--- config.mk ---
export PLATFORM = sky130hd
export DESIGN_NAME = scsi_byte_dma
export DESIGN_NICKNAME = d
export VERILOG_FILES = /design/src/rtl/dmaPkg.sv /design/src/rtl/dmaCtrl.sv /design/src/rtl/dmaDatapath.sv /design/src/rtl/scsi_byte_dma.sv
export SDC_FILE = /design/constraint.sdc
export NUM_CORES = 1
export LEC_CHECK = 0
export CAP_MARGIN = 20
export CORE_MARGIN = 2
export CORE_UTILIZATION = 54
export DETAILED_ROUTE_END_ITERATION = 10
export GPL_TIMING_DRIVEN = 0
export PLACE_DENSITY = 0.83
export SYNTH_ARGS = -nofsm -noshare
export SYNTH_HDL_FRONTEND = slang
export SYNTH_HIERARCHICAL = 1
export SYNTH_SLANG_ARGS = --single-unit
--- constraint.sdc ---
create_clock -name clk -period 8.2 [get_ports clk]
set_clock_uncertainty 0.15 [all_clocks]
set_input_delay 2.05 -clock clk [delete_from_list [all_inputs] [get_ports clk]]
set_output_delay 2.05 -clock clk [all_outputs]
set_load 0.02 [all_outputs]
--- src/rtl/dmaPkg.sv ---
package dmaPkg;
  localparam logic [1:0] SEL_CTRL = 2'd0;
  localparam logic [1:0] SEL_LEN  = 2'd1;
  localparam logic [1:0] SEL_ALO  = 2'd2;
  localparam logic [1:0] SEL_AHI  = 2'd3;

  localparam int BIT_BUSY  = 0;
  localparam int BIT_IRQEN = 1;
  localparam int BIT_DIR   = 2;
  localparam int BIT_DONE  = 3;

  typedef enum logic [1:0] {
    ST_IDLE  = 2'd0,
    ST_WAIT  = 2'd1,
    ST_RDATA = 2'd2,
    ST_ACK   = 2'd3
  } dmaState_t;

  typedef struct packed {
    logic loadXfer;
    logic stepByte;
    logic latchRd;
    logic finish;
    logic abort;
  } dmaStrobes_t;
endpackage

--- src/rtl/dmaCtrl.sv ---
module dmaCtrl
  import dmaPkg::*;
(
  input  logic        clk,
  input  logic        rstN,
  input  logic        startCmd,
  input  logic        stopCmd,
  input  logic        scsiReq,
  input  logic        scsiIo,
  input  logic        lastByte,
  output dmaStrobes_t strb,
  output logic        busy,
  output logic        scsiAck,
  output logic        memWe,
  output logic        memRe
);
  dmaState_t state, nextState;

  always_ff @(posedge clk) begin
    if (!rstN) state <= ST_IDLE;
    else       state <= nextState;
  end

  always_comb begin
    nextState = state;
    strb      = '0;
    memWe     = 1'b0;
    memRe     = 1'b0;
    if (state == ST_IDLE) begin
      if (startCmd) begin
        strb.loadXfer = 1'b1;
        nextState     = ST_WAIT;
      end
    end else if (stopCmd) begin
      strb.abort = 1'b1;
      nextState  = ST_IDLE;
    end else begin
      unique case (state)
        ST_WAIT: begin
          if (scsiReq) begin
            if (scsiIo) begin
              memWe     = 1'b1;
              nextState = ST_ACK;
            end else begin
              memRe     = 1'b1;
              nextState = ST_RDATA;
            end
          end
        end
        ST_RDATA: begin
          strb.latchRd = 1'b1;
          nextState    = ST_ACK;
        end
        ST_ACK: begin
          if (!scsiReq) begin
            strb.stepByte = 1'b1;
            if (lastByte) begin
              strb.finish = 1'b1;
              nextState   = ST_IDLE;
            end else begin
              nextState = ST_WAIT;
            end
          end
        end
        default: nextState = ST_IDLE;
      endcase
    end
  end

  assign busy    = (state != ST_IDLE);
  assign scsiAck = (state == ST_ACK);
endmodule

--- src/rtl/dmaDatapath.sv ---
module dmaDatapath
  import dmaPkg::*;
#(
  parameter int ADDR_W = 16,
  parameter int LEN_W  = 8,
  parameter int DATA_W = 8
) (
  input  logic              clk,
  input  logic              rstN,
  input  logic [1:0]        regSel,
  input  logic              regWr,
  input  logic              regRd,
  input  logic [DATA_W-1:0] regWdata,
  output logic [DATA_W-1:0] regRdata,
  input  logic              scsiIo,
  input  logic [DATA_W-1:0] memRdata,
  input  dmaStrobes_t       strb,
  input  logic              busy,
  output logic [ADDR_W-1:0] curAddr,
  output logic [DATA_W-1:0] outData,
  output logic              lastByte,
  output logic              startCmd,
  output logic              stopCmd,
  output logic              irqOut
);
  localparam int CNT_W = LEN_W + 1;
  localparam int HI_W  = ADDR_W - DATA_W;
  localparam logic [CNT_W-1:0] FULL_CNT = {1'b1, {LEN_W{1'b0}}};
  localparam logic [CNT_W-1:0] ONE_CNT  = CNT_W'(1);

  logic [LEN_W-1:0]  lenReg;
  logic [DATA_W-1:0] addrLo;
  logic [HI_W-1:0]   addrHi;
  logic              irqEn;
  logic              doneFlag;
  logic [CNT_W-1:0]  count;

  logic ctrlWr, statusRd;
  assign ctrlWr   = regWr && (regSel == SEL_CTRL);
  assign statusRd = regRd && (regSel == SEL_CTRL);
  assign startCmd = ctrlWr && regWdata[BIT_BUSY] && !busy;
  assign stopCmd  = ctrlWr && !regWdata[BIT_BUSY] && busy;

  always_ff @(posedge clk) begin
    if (!rstN) begin
      lenReg <= '0;
      addrLo <= '0;
      addrHi <= '0;
      irqEn  <= 1'b0;
    end else if (regWr) begin
      unique case (regSel)
        SEL_CTRL: irqEn  <= regWdata[BIT_IRQEN];
        SEL_LEN:  lenReg <= regWdata[LEN_W-1:0];
        SEL_ALO:  addrLo <= regWdata;
        SEL_AHI:  addrHi <= regWdata[HI_W-1:0];
        default:  ;
      endcase
    end
  end

  always_ff @(posedge clk) begin
    if (!rstN) doneFlag <= 1'b0;
    else if (strb.finish) doneFlag <= 1'b1;
    else if (strb.loadXfer || statusRd) doneFlag <= 1'b0;
  end

  always_ff @(posedge clk) begin
    if (!rstN) begin
      curAddr <= '0;
      count   <= '0;
    end else if (strb.loadXfer) begin
      curAddr <= {addrHi, addrLo};
      count   <= (lenReg == '0) ? FULL_CNT : CNT_W'(lenReg);
    end else if (strb.stepByte) begin
      curAddr <= curAddr + 1'b1;
      count   <= count - 1'b1;
    end
  end

  always_ff @(posedge clk) begin
    if (!rstN) outData <= '0;
    else if (strb.latchRd) outData <= memRdata;
  end

  assign lastByte = (count == ONE_CNT);
  assign irqOut   = doneFlag && irqEn;

  always_comb begin
    regRdata = '0;
    unique case (regSel)
      SEL_CTRL: begin
        regRdata[BIT_BUSY]  = busy;
        regRdata[BIT_IRQEN] = irqEn;
        regRdata[BIT_DIR]   = scsiIo;
        regRdata[BIT_DONE]  = doneFlag;
      end
      SEL_LEN: regRdata[LEN_W-1:0] = lenReg;
      SEL_ALO: regRdata = addrLo;
      SEL_AHI: regRdata[HI_W-1:0] = addrHi;
      default: regRdata = '0;
    endcase
  end
endmodule

--- src/rtl/scsi_byte_dma.sv ---
module scsi_byte_dma
  import dmaPkg::*;
#(
  parameter int ADDR_W = 16,
  parameter int LEN_W  = 8,
  parameter int DATA_W = 8
) (
  input  logic              clk,
  input  logic              rstN,
  input  logic [1:0]        regSel,
  input  logic              regWr,
  input  logic              regRd,
  input  logic [DATA_W-1:0] regWdata,
  output logic [DATA_W-1:0] regRdata,
  input  logic              scsiIo,
  input  logic              scsiReq,
  output logic              scsiAck,
  input  logic [DATA_W-1:0] scsiDin,
  output logic [DATA_W-1:0] scsiDout,
  output logic [ADDR_W-1:0] memAddr,
  output logic              memRe,
  output logic              memWe,
  output logic [DATA_W-1:0] memWdata,
  input  logic [DATA_W-1:0] memRdata,
  output logic              irq
);
  dmaStrobes_t strb;
  logic busy, lastByte, startCmd, stopCmd;

  dmaCtrl ctrl (
    .clk(clk), .rstN(rstN), .startCmd(startCmd), .stopCmd(stopCmd),
    .scsiReq(scsiReq), .scsiIo(scsiIo), .lastByte(lastByte),
    .strb(strb), .busy(busy), .scsiAck(scsiAck), .memWe(memWe), .memRe(memRe)
  );

  dmaDatapath #(.ADDR_W(ADDR_W), .LEN_W(LEN_W), .DATA_W(DATA_W)) dpath (
    .clk(clk), .rstN(rstN), .regSel(regSel), .regWr(regWr), .regRd(regRd),
    .regWdata(regWdata), .regRdata(regRdata), .scsiIo(scsiIo),
    .memRdata(memRdata), .strb(strb), .busy(busy), .curAddr(memAddr),
    .outData(scsiDout), .lastByte(lastByte), .startCmd(startCmd),
    .stopCmd(stopCmd), .irqOut(irq)
  );

  assign memWdata = scsiDin;
endmodule

==> results_tabular.tex, run 1 <==
\begin{tabular}{lr}
\hline
Metric & Value \\
\hline
\multicolumn{2}{l}{\textbf{Run status}} \\
\quad Result of the run & finished clean \\
\multicolumn{2}{l}{\textbf{Route}} \\
\quad Via count & 2939 \\
\quad ANT nets after route & 0 \\
\quad DRC & 0 \\
\quad Initial DRC count & 219 \\
\quad Sum of routed wire length over all layers & 8420 um \\
\quad Length of the first detailed-routing pass in iterations & 5 \\
\quad Via density per instance & 5.79 \\
\quad Routed wirelength normalized by instance count & 16.6 um \\
\multicolumn{2}{l}{\textbf{Synthesis}} \\
\quad Post-synth EDFFs & 0 \\
\quad Synth Warn \# & 6 \\
\quad Syn\_nets & 389 \\
\quad Count of cell types in the netlist & 50 \\
\quad Cell Area, Synth & 3220 sq um \\
\quad Post-synthesis sequential area ratio & 0.379 \\
\quad Avg Inst Size Synth & 9.20 sq um \\
\quad Synth Instances & 350 \\
\quad Flop and latch count out of synthesis & 61 \\
\quad Top flip-flop cell by instance count after synthesis & dfxtp\_1 \\
\quad Asr flop ratio synth & 0 \\
\multicolumn{2}{l}{\textbf{Clock network}} \\
\quad CTS Buf Count & 9 \\
\quad Number of levels the H-tree was split into & 3 \\
\quad Clk\_lat worst skew & 330 ps \\
\quad Sinks on Clock Net & 61 \\
\quad Post CTS Setup Buffer Count & 0 \\
\quad Clock tree from TritonCTS & done \\
\quad Cell at the root of the clock tree & clkbuf\_8 \\
\quad Hold bufs inserted after CTS & 0 \\
\quad Worst-path clk slew & 60 ps \\
\quad Max clock buf depth & 2 \\
\quad Number of resized instances in the post-cts repair step & 0 \\
\multicolumn{2}{l}{\textbf{GRT}} \\
\quad Global-route usage over all layers & 0.270 \\
\quad Antenna violations before repair & 0 \\
\quad Wire length of the first global-routing pass & 13400 um \\
\quad Overflow left after global routing & 0 \\
\quad Vias in the first global route & 2839 \\
\quad Pin count of the biggest net entering global routing & 11 \\
\multicolumn{2}{l}{\textbf{Worst hold path}} \\
\quad Worst min path class & flip-flop to flip-flop \\
\quad WHS Path Cells & 2 \\
\multicolumn{2}{l}{\textbf{Die}} \\
\quad Width of the die & 81.2 um \\
\quad Cell Rows & 28 \\
\quad Area of the core & 5850 sq um \\
\quad Initial standard-cell utilization of the core & 0.550 \\
\quad Total Die Area & 6600 sq um \\
\quad Height of the die & 81.2 um \\
\quad Total I/O pin count & 76 \\
\multicolumn{2}{l}{\textbf{Placed design}} \\
\quad Post-placement cell area & 3980 sq um \\
\quad Number of port buffers & 67 \\
\quad Global placement routability congestion & 0.863 \\
\quad Final HPWL from detailed placement & 6170 um \\
\quad Post-placement cell count & 492 \\
\multicolumn{2}{l}{\textbf{Setup path}} \\
\quad Worst-case reg-to-reg path depth & 10 \\
\quad Crit path kind & primary input to primary output \\
\quad Crit end category & primary output \\
\quad Critical Path Fanout Max & 10 \\
\quad Startpoint class of the critical path & primary input \\
\quad Cell mode on critical path & clkdlybuf4s50\_1 \\
\quad Required time at the worst-slack endpoint & 6000 ps \\
\quad Standard cell with the maximum stage delay on the critical path & clkdlybuf4s50\_1 \\
\quad Cell-by-cell listing of the critical path & clkdlybuf4s50\_1 -> buf\_1 -> nand2\_1 -> nor3b\_1 -> nor2\_2 -> nand3\_1 -> nor2\_1 -> clkdlybuf4s50\_1 \\
\quad Crit path arrival time & 4510 ps \\
\quad Slowest Stage Delay on Critical Path & 540 ps \\
\quad Register-to-Register Setup Slack & 4670 ps \\
\multicolumn{2}{l}{\textbf{Power}} \\
\quad Maximum VDD drop & 0.103 mV \\
\quad Power consumption & 0.761 mW \\
\quad Leakage power & 1.67 nW \\
\quad Power Density & 180 nW/um\^{}2 \\
\multicolumn{2}{l}{\textbf{Timing}} \\
\quad Setup TNS & 0 ps \\
\quad Number of setup violations in the final report & 0 \\
\quad Hold WS & 343 ps \\
\quad Worst rel slew slack & 0.235 \\
\quad Transition time at the pin with the least slew margin & 1130 ps \\
\quad Period Utilization, post-route & 0.819 \\
\quad Unrepaired setup endpoints after global routing & no \\
\quad Crit path time final & 6710 ps \\
\quad Achievable frequency & 0.149 GHz \\
\quad Hold Fails Final Rpt & 0 \\
\quad Number of pins with negative max-slew slack in the final report & 0 \\
\multicolumn{2}{l}{\textbf{Final layout}} \\
\quad Number of nets at the end of the flow & 467 \\
\quad Final instance count without filler cells & 508 \\
\quad Fill cell total of the finished layout & 455 \\
\quad Signed area change from the synthesized netlist to the final layout & 31.2\% \\
\quad Post-route cell area & 4220 sq um \\
\quad Area of the multi-input gates & 1820 sq um \\
\quad Count of inserted antenna diode cells & 0 \\
\quad Area taken by flip-flops and latches & 1220 sq um \\
\quad Most common cell after layout, fill and taps aside & clkdlybuf4s50\_1 \\
\quad Most used cells in the layout excluding fill and tap cells & clkdlybuf4s50\_1, dfxtp\_1, nor2b\_1, nand2\_1, mux2i\_1 \\
\quad Layout cell share with drive strength beyond 1 & 0.0970 \\
\multicolumn{2}{l}{\textbf{Job}} \\
\quad Total of max-cap violations & 0 \\
\hline
\end{tabular}
## per-stage QoR
stage | utilization | setup slack (ps)
floorplan | - | 2820
global placement | 0.681 | 1590
detailed placement | 0.681 | 1530
CTS | 0.722 | 1520
global route | 0.722 | 1330
finish | 0.722 | 1490
## cell type report
type,count,area share
well taps,75,0.0222
multi-input cells,252,0.431
clock buffers,12,0.0344
plain buffers,28,0.0341
repair buffers,67,0.159
flip-flops and latches,61,0.289
clock inverters,4,0.0225
inverters,9,0.00800
## flip-flops by register name, summed over array words and instances, names as in the netlist
name,flops
dpath/outData,8
dpath/irqEn,1
dpath/curAddr,16
dpath/lenReg,8
ctrl/state,2
dpath/addrLo,8
dpath/addrHi,8
dpath/count,9
dpath/doneFlag,1
## routing by layer
metal  vias to the layer above  global-route usage  wire length [um]
li1                       1395                   -                 -
met1                      1380               0.331              3630
met2                       148               0.471              4100
met3                        16              0.0478               543
met4                         0               0.102               146
met5                         -                   0                 0
## synth_stat cells (3+ instances only)
master,number,area share
o21ai_0,17,0.026
nand2b_1,8,0.016
ha_1,7,0.027
and2_1,11,0.021
nand4_1,8,0.016
xor2_1,10,0.027
mux2_2,4,0.014
buf_2,4,0.0062
a22o_1,4,0.011
dfxtp_1,61,0.38
xnor2_1,6,0.016
o211a_1,5,0.016
a31oi_1,4,0.0078
nor2_1,7,0.0082
buf_4,9,0.021
nor4_1,6,0.012
mux2i_1,27,0.084
clkbuf_1,14,0.016
o311a_1,3,0.0093
a21oi_1,6,0.0093
mux4_2,4,0.028
and3_1,3,0.0058
a21boi_0,9,0.021
nand3_1,14,0.022
nor2b_1,29,0.056
a211oi_1,3,0.0070
nor3b_1,3,0.0070
inv_1,9,0.010
nand2_1,28,0.033
nor3_1,4,0.0062
## power breakdown
| part | switching, mW | internal (mW) |
|---|---|---|
| combinational | 0.0571 | 0.0573 |
| sequential | 0.0127 | 0.307 |
| clock | 0.117 | 0.210 |
## critical path, delay by kind of cell
kind | cells | cell delay [ps]
buffers and inverters | 3 | 1480
and+or+nand+nor | 5 | 990
## cells by family (layout without fill, tap and decap cells)
| group | count (synthesis) | after routing | share of synthesized area |
|---|---|---|---|
| simple gates | 136 | 136 | 0.242 |
| flops | 61 | 61 | 0.379 |
| compound gates | 58 | 58 | 0.127 |
| buf+inv | 37 | 120 | 0.0552 |
| mux | 35 | 35 | 0.126 |
| xor+xnor | 16 | 16 | 0.0435 |
| fa+ha+maj | 7 | 7 | 0.0272 |
## path summary, 6_finish.rpt
path / from / to
setup reg to reg: ctrl/state[0] / dpath/curAddr[14]
hold reg to reg: dpath/addrLo[6] / dpath/addrLo[6]
setup / recovery: regWr / memRe
hold / removal: dpath/addrLo[6] / dpath/addrLo[6]
No activity file was read; power rests on OpenSTA's default activity.
==> inputs of run 2 (changes only) <==
--- a/config.mk
+++ b/config.mk
@@ -7,10 +7,10 @@
 export LEC_CHECK = 0
 export CAP_MARGIN = 20
 export CORE_MARGIN = 2
-export CORE_UTILIZATION = 54
+export CORE_UTILIZATION = 50
 export DETAILED_ROUTE_END_ITERATION = 10
 export GPL_TIMING_DRIVEN = 0
-export PLACE_DENSITY = 0.83
+export PLACE_DENSITY = 0.77
 export SYNTH_ARGS = -nofsm -noshare
 export SYNTH_HDL_FRONTEND = slang
 export SYNTH_HIERARCHICAL = 1
==> constraint.sdc (replaced) <==
create_clock -name clk -period 6.8 [get_ports clk]
set_clock_uncertainty 0.15 [all_clocks]
set_input_delay 1.7 -clock clk [delete_from_list [all_inputs] [get_ports clk]]
set_output_delay 1.7 -clock clk [all_outputs]
set_load 0.02 [all_outputs]
==> run 2 against run 1 <==
Compared with the run above:
- hold slack gained 4.9 ps
- highest routed layer unchanged
- sequential share of layout area down 0.068 points
- first-iteration DRC count decreased by 24%
- die area grew 7.6%
- power grew 21%
- critical path depth did not move
- critical path type unchanged
- cell area up 0.24%
- register-to-register slack lost 1300 ps
- critical endpoint is now memWe
- via count decreased by 2.8%
- non-clock buffer count did not move
- setup slack worse by 710 ps
==> results_tabular.tex, run 2 (synthesis results as in run 1) <==
\begin{tabular}{lr}
\hline
Metric & Value \\
\hline
\multicolumn{2}{l}{\textbf{Clock network}} \\
\quad Sinks on Clock Net & 61 (unchanged) \\
\quad Number of resized instances in the post-cts repair step & 0 (unchanged) \\
\quad Clock tree from TritonCTS & done \\
\quad Worst-path clk slew & 60 ps (about the same) \\
\quad Max clock buf depth & 2 (unchanged) \\
\quad Post CTS Setup Buffer Count & 0 (unchanged) \\
\quad Hold bufs inserted after CTS & 0 (unchanged) \\
\quad Number of levels the H-tree was split into & 3 (unchanged) \\
\quad Clk\_lat worst skew & 340 ps (about the same) \\
\quad Cell at the root of the clock tree & clkbuf\_8 \\
\quad CTS Buf Count & 9 (unchanged) \\
\multicolumn{2}{l}{\textbf{Timing}} \\
\quad Hold Fails Final Rpt & 0 (unchanged) \\
\quad Number of setup violations in the final report & 0 (unchanged) \\
\quad Transition time at the pin with the least slew margin & 962 ps (-170 ps) \\
\quad Number of pins with negative max-slew slack in the final report & 0 (unchanged) \\
\quad Achievable frequency & 0.166 GHz \\
\quad Period Utilization, post-route & 0.885 \\
\quad Worst rel slew slack & 0.350 (+0.115) \\
\quad Setup TNS & 0 ps (unchanged) \\
\quad Crit path time final & 6020 ps \\
\quad Worst Setup Slack, final & 779 ps (-707 ps) \\
\quad Unrepaired setup endpoints after global routing & no \\
\multicolumn{2}{l}{\textbf{Route}} \\
\quad Via count & 2858 (-2.8\%) \\
\quad Length of the first detailed-routing pass in iterations & 4 (-1) \\
\quad Routed wirelength normalized by instance count & 16.4 um (-1.2\%) \\
\quad ANT nets after route & 0 (unchanged) \\
\quad Via density per instance & 5.60 (-3.1\%) \\
\quad Initial DRC count & 167 (-24\%) \\
\quad Sum of routed wire length over all layers & 8350 um (-0.82\%) \\
\quad DRC & 0 (unchanged) \\
\multicolumn{2}{l}{\textbf{Setup path}} \\
\quad R2r endpoint & dpath/curAddr[14] \\
\quad Standard cell with the maximum stage delay on the critical path & clkdlybuf4s50\_1 \\
\quad Required time at the worst-slack endpoint & 4950 ps (-1050 ps) \\
\quad CP Buf/Inv Count & 3 (unchanged) \\
\quad Startpoint class of the critical path & primary input \\
\quad Cell-by-cell listing of the critical path & clkdlybuf4s50\_1 -> buf\_1 -> nand2\_1 -> nor3b\_1 -> nor2\_2 -> nand3\_1 -> nor2\_1 -> clkdlybuf4s50\_1 \\
\quad Crit path kind & primary input to primary output \\
\quad Critical Path Fanout Max & 10 (unchanged) \\
\quad Slowest Stage Delay on Critical Path & 540 ps (about the same) \\
\quad Crit path arrival time & 4170 ps (-340 ps) \\
\quad Worst-case reg-to-reg path depth & 10 (unchanged) \\
\quad Kind of cell adding the most delay to the critical path & buffers and inverters \\
\quad Cell mode on critical path & clkdlybuf4s50\_1 \\
\quad Startpoint of the worst-slack reg-to-reg timing path & ctrl/state[0] \\
\quad Crit end category & primary output \\
\quad Register-to-Register Setup Slack & 3410 ps (-1260 ps) \\
\multicolumn{2}{l}{\textbf{Die}} \\
\quad Cell Rows & 29 (+3.6\%) \\
\quad Height of the die & 84.2 um (+3.7\%) \\
\quad Area of the core & 6280 sq um (+7.3\%) \\
\quad Total I/O pin count & 76 (unchanged) \\
\quad Initial standard-cell utilization of the core & 0.513 (-0.0374) \\
\quad Width of the die & 84.2 um (+3.7\%) \\
\quad Total Die Area & 7100 sq um (+7.6\%) \\
\multicolumn{2}{l}{\textbf{Final layout}} \\
\quad Most common cell after layout, fill and taps aside & clkdlybuf4s50\_1 \\
\quad Count of inserted antenna diode cells & 0 (unchanged) \\
\quad Final instance count without filler cells & 510 (+0.39\%) \\
\quad Area taken by flip-flops and latches & 1220 sq um (unchanged) \\
\quad Signed area change from the synthesized netlist to the final layout & 31.5\% \\
\quad Layout cell share with drive strength beyond 1 & 0.102 (+0.00462) \\
\quad Number of nets at the end of the flow & 467 (unchanged) \\
\quad Fill cell total of the finished layout & 532 (+17\%) \\
\quad Most used cells in the layout excluding fill and tap cells & clkdlybuf4s50\_1, dfxtp\_1, nor2b\_1, nand2\_1, mux2i\_1 \\
\quad Number of flip-flops under the largest register name & 16 (unchanged) \\
\quad Reg with most FFs & dpath/curAddr \\
\quad Leading registers by flop count & dpath/curAddr x16, dpath/count x9 \\
\quad Area of the multi-input gates & 1820 sq um (unchanged) \\
\quad Final Core Density & 0.675 (-0.0475) \\
\multicolumn{2}{l}{\textbf{Job}} \\
\quad Total of max-cap violations & 0 (unchanged) \\
\multicolumn{2}{l}{\textbf{Power}} \\
\quad Power consumption & 0.921 mW (+21\%) \\
\quad Power Density & 218 nW/um\^{}2 (+21\%) \\
\quad Maximum VDD drop & 0.137 mV (+33\%) \\
\quad Leakage power & 1.67 nW (-0.12\%) \\
\multicolumn{2}{l}{\textbf{Run status}} \\
\quad Result of the run & finished clean \\
\multicolumn{2}{l}{\textbf{Placed design}} \\
\quad Post-placement cell count & 494 (+0.41\%) \\
\quad Number of port buffers & 67 (unchanged) \\
\quad Pre-CTS setup slack & 821 ps (-705 ps) \\
\quad Global placement routability congestion & 0.822 (-4.7\%) \\
\quad Final HPWL from detailed placement & 6130 um (-0.63\%) \\
\multicolumn{2}{l}{\textbf{Worst hold path}} \\
\quad Hold worst-path end & dpath/addrLo[5] \\
\quad Worst min-delay path startpoint & dpath/addrLo[5] \\
\quad WHS Path Cells & 2 (unchanged) \\
\quad Worst min path class & flip-flop to flip-flop \\
\multicolumn{2}{l}{\textbf{GRT}} \\
\quad Global-route usage over all layers & 0.247 (-0.0226) \\
\quad Antenna violations before repair & 0 (unchanged) \\
\quad Wire length of the first global-routing pass & 13900 um (+4.0\%) \\
\quad Vias in the first global route & 2884 (+1.6\%) \\
\quad Overflow left after global routing & 0 (unchanged) \\
\quad Pin count of the biggest net entering global routing & 12 (+1) \\
\hline
\end{tabular}
==> run 2: cell types whose count changed in the layout (fill, tap and decap cells not counted) <==
cell        delta
clkinvlp_4     +2
clkbuf_1       -2
==> run 2: worst max-delay path by stage <==
stage	startpoint	to	slack (ps)	depth (start not counted)
after floorplan	regSel[0]	memRe	2120	7
after global routing	regWr	memRe	600	8
after detailed placement	regWr	memWe	820	8
after global placement	regWr	memRe	870	8
after CTS	regWr	memWe	800	8
final	regWr	memWe	780	8
==> run 2: metal layers <==
| layer | global-route usage | wire length (um) | share of wire |
|---|---|---|---|
| met1 | 0.307 | 3750 | 0.45 |
| met2 | 0.410 | 4000 | 0.48 |
| met3 | 0.0541 | 462 | 0.055 |
| met4 | 0.114 | 141 | 0.017 |
| met5 | 0 | 0 | 0 |
==> run 2: through the flow <==
step	area, sq um	hold slack, ps
2_1_floorplan	3220	299
3_3_place_gp	3990	322
3_5_place_dp	3990	339
4_1_cts	4230	343
5_1_grt	4230	365
6_report	4230	347
==> run 2: final cells by class <==
| type | count | share of cell area |
|---|---|---|
| multi-input combinational | 252 | 0.430 |
| buffer | 28 | 0.0340 |
| clock buffer | 10 | 0.0325 |
| sequential | 61 | 0.288 |
| clock inverter | 6 | 0.0260 |
| tap | 77 | 0.0228 |
| inverter | 9 | 0.00798 |
| timing repair buffer | 67 | 0.158 |
==> run 2: tightest hold or removal path, cell delays in order (launching register included) <==
cell      delay, ps
dfxtp_1         320
nand2_1          50
a21boi_0         70
==> run 2: where the power goes <==
part           total [mW]  leakage (nW)  internal, mW  switching, mW
registers           0.386         0.494         0.370         0.0151
clock network       0.399         0.119         0.253          0.146
logic               0.137          1.06        0.0691         0.0676
total               0.921          1.67         0.692          0.229
